## src/rtl/store_queue.sv

```systemverilog
module store_queue #(
  parameter int DEPTH = 8,
  parameter int AW = 32,
  parameter int DW = 32,
  parameter int TW = 4,
  localparam int PW = $clog2(DEPTH)
) (
  input  logic          clk,
  input  logic          rst_n,
  input  logic          flush,
  input  logic          alloc_valid,
  input  logic [TW-1:0] alloc_tag,
  output logic          alloc_ready,
  output logic [PW-1:0] alloc_idx,
  output logic [PW:0]   tail_pos,
  input  logic          addr_wr,
  input  logic [PW-1:0] addr_idx,
  input  logic [AW-1:0] addr_val,
  input  logic          data_wr,
  input  logic [PW-1:0] data_idx,
  input  logic [DW-1:0] data_val,
  input  logic [PW:0]   lk_pos,
  input  logic [AW-1:0] lk_addr,
  output logic [1:0]    lk_result,
  output logic [DW-1:0] lk_data,
  output logic [TW-1:0] lk_tag,
  input  logic          retire,
  output logic          head_valid,
  output logic [AW-1:0] head_addr,
  output logic [DW-1:0] head_data
);
  logic [AW-1:0] s_addr [DEPTH];
  logic [DW-1:0] s_data [DEPTH];
  logic [TW-1:0] s_tag  [DEPTH];
  logic [DEPTH-1:0] a_ok, d_ok;
  logic [PW:0] hd, tl, occ, diff, nold;
  logic push, pop, stall, hit;
  logic [PW-1:0] hslot;

  assign occ         = tl - hd;
  assign alloc_ready = (occ != (PW+1)'(DEPTH));
  assign head_valid  = (occ != '0);
  assign alloc_idx   = tl[PW-1:0];
  assign tail_pos    = tl;
  assign push        = alloc_valid && alloc_ready;
  assign pop         = retire && head_valid;
  assign head_addr   = s_addr[hd[PW-1:0]];
  assign head_data   = s_data[hd[PW-1:0]];

  assign diff = lk_pos - hd;
  assign nold = (diff <= occ) ? diff : '0;

  always_comb begin
    stall = 1'b0;
    hit   = 1'b0;
    hslot = '0;
    for (int k = 0; k < DEPTH; k++) begin
      logic [PW-1:0] sl;
      sl = hd[PW-1:0] + PW'(k);
      if ((PW+1)'(k) < nold) begin
        if (!a_ok[sl]) stall = 1'b1;
        else if (s_addr[sl] == lk_addr) begin
          hit   = 1'b1;
          hslot = sl;
        end
      end
    end
  end

  assign lk_result = stall ? 2'd3 : (hit ? (d_ok[hslot] ? 2'd1 : 2'd2) : 2'd0);
  assign lk_data   = s_data[hslot];
  assign lk_tag    = s_tag[hslot];

  always_ff @(posedge clk) begin
    if (!rst_n || flush) begin
      hd   <= '0;
      tl   <= '0;
      a_ok <= '0;
      d_ok <= '0;
    end else begin
      if (push) tl <= tl + 1'b1;
      if (pop)  hd <= hd + 1'b1;
      if (addr_wr) a_ok[addr_idx] <= 1'b1;
      if (data_wr) d_ok[data_idx] <= 1'b1;
      if (push) begin
        a_ok[tl[PW-1:0]] <= 1'b0;
        d_ok[tl[PW-1:0]] <= 1'b0;
      end
    end
  end

  always_ff @(posedge clk) begin
    if (addr_wr) s_addr[addr_idx] <= addr_val;
    if (data_wr) s_data[data_idx] <= data_val;
    if (push)    s_tag[tl[PW-1:0]] <= alloc_tag;
  end
endmodule

```

## config.mk

```make
export PLATFORM = sky130hd
export DESIGN_NAME = store_queue
export DESIGN_NICKNAME = d
export VERILOG_FILES = /design/src/rtl/store_queue.sv
export SDC_FILE = /design/constraint.sdc
export NUM_CORES = 1
export LEC_CHECK = 0
export BUFFER_PORTS_ARGS = -buffer_cell sky130_fd_sc_hd__buf_2
export CAP_MARGIN = 20
export CORE_MARGIN = 5
export CORE_UTILIZATION = 40
export DETAILED_ROUTE_END_ITERATION = 16
export PLACE_DENSITY = 0.55
export SLEW_MARGIN = 20
export SYNTH_ARGS = -nofsm -noshare
export SYNTH_HDL_FRONTEND = slang
export SYNTH_SLANG_ARGS = --single-unit
```

## constraint.sdc

```tcl
create_clock -name clk -period 21.4 [get_ports clk]
set_input_delay 6.42 -clock clk [delete_from_list [all_inputs] [get_ports clk]]
set_output_delay 6.42 -clock clk [all_outputs]
set_load 0.005 [all_outputs]
```

==> flow_summary.yaml <==
timing:
  max_freq_ghz: 0.05051
  fin_worst_skew_ps: 42.33
  period_minus_slack_ps: 19800
  tns_ps: 0
  setup_viol: 0
  holdWs_ps: 469.0
  slew_violations: 0
  hold_viol: 0
  period_share: 0.9252
  maxSlewHeadroom: 0.1982
  rsz0062_at_grt: "false"
  worst_pin_slew_ps: 1203
synthesis:
  synth_top_area_cell: "edfxtp_1"
  yosysSeqAreaShare: 0.4215
  synth_top_cells_by_count: "edfxtp_1 (544), mux4_2 (402), mux2i_1 (265), xnor2_1 (217), nor2b_1 (129)"
  ys_types: 79
  synth_edf_count: 544
  yosys_warnings: 0
  syn_nets: 3050
  synthCells: 2917
  ys_async_sr_fraction: 0
  synth_ff_type: "edfxtp_1"
  netlist_area_mm2: 0.04003
  syn_avg_cell_area_um2: 13.72
  ys_ff_latch: 571
  ys_top_cells_by_area: "edfxtp_1 (41%), mux4_2 (23%), mux2i_1 (6.6%), xnor2_1 (4.7%), a2111oi_0 (2.7%)"
  yosysMostFrequentCell: "edfxtp_1"
  yosys.area.top_type_share: 0.4080
place:
  dpl.hpwl_um: 101900
  io_buffers: 227
  dp_cells: 4245
  routabilityCongestion: 1.006
critical_path:
  cp_max_fo: 49
  end_kind: "primary output"
  r2r_end: "a_ok[0]"
  cp-startpoint: "lk_pos[0]"
  reg2regPathDepth: 10
  regToRegSetupSlack_ps: 16800
  crit_type: "in2out"
  worstReg2RegStart: "hd[2]"
  crit_arrival_ps: 13380
  critPathRequiredTime_ps: 14980
  worst_setup_path_start_kind: "input pin"
cts:
  cts_hold_buf: 0
  clk-insertion-delay-late_ps: 660
  cts_setup_buffers: 0
  cts_inserted_buffers: 68
  cts_buffer_depth: 3
  htreeDepth: 3
  cts_tree: "done"
  path_clk_slew_ps: 60
  cts.sinks: 571
  clockRootBuffer: "clkbuf_16"
  ctsResizeCount: 0
power:
  power_frac_clock: 0.397
  combPwrFrac: 0.162
  intPower_mw: 2.125
  swShare: 0.2772
  p_leak_nw: 13.68
  p_switching_mw: 0.8152
  seqPwrFrac: 0.441
  total_power_mw: 2.940
  power.density_mw_per_mm2: 65.89
  vdd_drop_max_mv: 0.05759
grt:
  grt_max_degree: 138
  grt_usage: 0.2648
  grt_overflow: 0
  grt_pass1_wl_um: 208400
  antenna_found_initial: 30
  grt_pass1_vias: 28500
detailed_routing:
  dr.pass1.iters: 5
  post_drt_wl_per_cell_um: 33.26
  viasPerCell: 6.679
  num_vias: 29280
  ant_nets: 0
  drc: 0
  routed_wl_um: 145800
  drt-initial-drc-count: 3734
min_path:
  hp-start: "d_ok[0]"
  min_path_type: "reg2reg"
  hold_path_depth: 1
  hold_path_end: "d_ok[0]"
cells_and_area:
  final_core_util: 0.4475
  fin_nets: 3151
  final-instance-count-excl-fill: 4384
  drive_gt1_frac: 0.3020
  areaGrowthSynthToFinish_pct: 11.45
die:
  rows: 116
  initial_utilization: 0.4015
  die_w_um: 326.4
  dieArea_mm2: 0.1065
  coreArea_mm2: 0.09971
  io_pins: 228
  die_h_um: 326.4
outcome:
  status: "finished clean"
job:
  max_cap_violations: 0
-- stage by stage --
step,cell area (um2),setup slack [ps]
2_1_floorplan,40030,4290
3_3_place_gp,42240,1882
3_5_place_dp,42240,1832
4_1_cts,44550,1808
5_1_grt,44610,1240
6_report,44620,1601
-- worst max-delay path by stage --
stage / end / slack (ps)
global placement: lk_data[21] / 1880
detailed placement: lk_data[24] / 1830
finish: lk_data[24] / 1600
floorplan: lk_data[14] / 4290
global route: lk_data[0] / 1240
CTS: lk_data[24] / 1810
-- sequential cells by signal, summed over array words and instances (netlist names), named ones only --
| name | flops |
|---|---|
| a_ok | 8 |
| d_ok | 8 |
| hd | 4 |
| s_addr | 256 |
| s_data | 256 |
| s_tag | 32 |
| tail_pos | 4 |
-- cells in the final DEF (no fill, tap or decap), types with 14 or more instances in the layout --
cell type / count
a2111oi_0: 120
a21oi_1: 27
a22o_1: 17
a22oi_1: 24
and2_1: 18
and3_1: 16
buf_2: 227
buf_4: 57
clkbuf_16: 68
clkinv_2: 14
dfxtp_1: 21
edfxtp_1: 544
inv_1: 31
mux2_1: 36
mux2_2: 77
mux2i_1: 265
mux4_2: 402
nand2_1: 94
nand2b_1: 32
nand3_1: 37
nand4_1: 42
nor2_1: 79
nor2b_1: 128
nor3_1: 74
nor4_1: 73
o21ai_0: 19
o22ai_1: 22
xnor2_1: 215
xor2_1: 44
-- kinds of logic (layout without fill, tap and decap cells) --
| group | Yosys count | count (layout) | synth area share |
|---|---|---|---|
| buffers and inverters | 298 | 454 | 0.03628 |
| and+or+nand+nor | 666 | 666 | 0.09188 |
| xor gates and xnor gates | 264 | 264 | 0.05776 |
| DFF | 571 | 571 | 0.4215 |
| adders and majority gates | 16 | 16 | 0.005376 |
| other | 0 | 13 | 0 |
| muxes | 780 | 780 | 0.3242 |
| AOI/OAI and AO/OA | 322 | 322 | 0.06297 |
-- power by group through the flow --
| stage | Sequential (mW) | Combinational [mW] | Clock (mW) |
|---|---|---|---|
| 6_report | 1.30 | 0.478 | 1.17 |
| 5_1_grt | 1.30 | 0.495 | 1.24 |
| 4_1_cts | 1.29 | 0.471 | 1.19 |
| 3_5_place_dp | 1.32 | 0.468 | 0 |
| 3_3_place_gp | 1.31 | 0.465 | 0 |
| 2_1_floorplan | 1.30 | 0.290 | 0 |
-- layer usage --
layer  GRT usage  share of wire
met5           0         0.0010
met2      0.4168           0.46
met1      0.3686           0.41
met4     0.09172          0.038
met3     0.05431          0.085
-- worst max-delay path, cell delays in order --
cell	delay, ps
buf_2	110
inv_1	50
ha_1	170
inv_1	60
fa_1	420
xnor2_1	830
inv_1	200
ha_1	350
nand4_1	90
o21ai_0	90
a21oi_1	920
a2111oi_0	180
nand3_1	170
nor2_1	110
and2_1	190
nor4_1	360
a21boi_0	450
a21o_2	900
buf_4	430
a2111oi_0	120
nor4_1	450
buf_2	200
-- cell type report --
type	instances	area, um2
antenna	13	32.53
clock buffer	82	1764
clock inverter	43	545.5
fill	8873	55090
inverter	40	151.4
multi-input combinational	2048	21930
sequential	571	16900
tap	1298	1624
timing repair buffer	289	1672
Note: power is estimated with default switching activity, not from simulation.
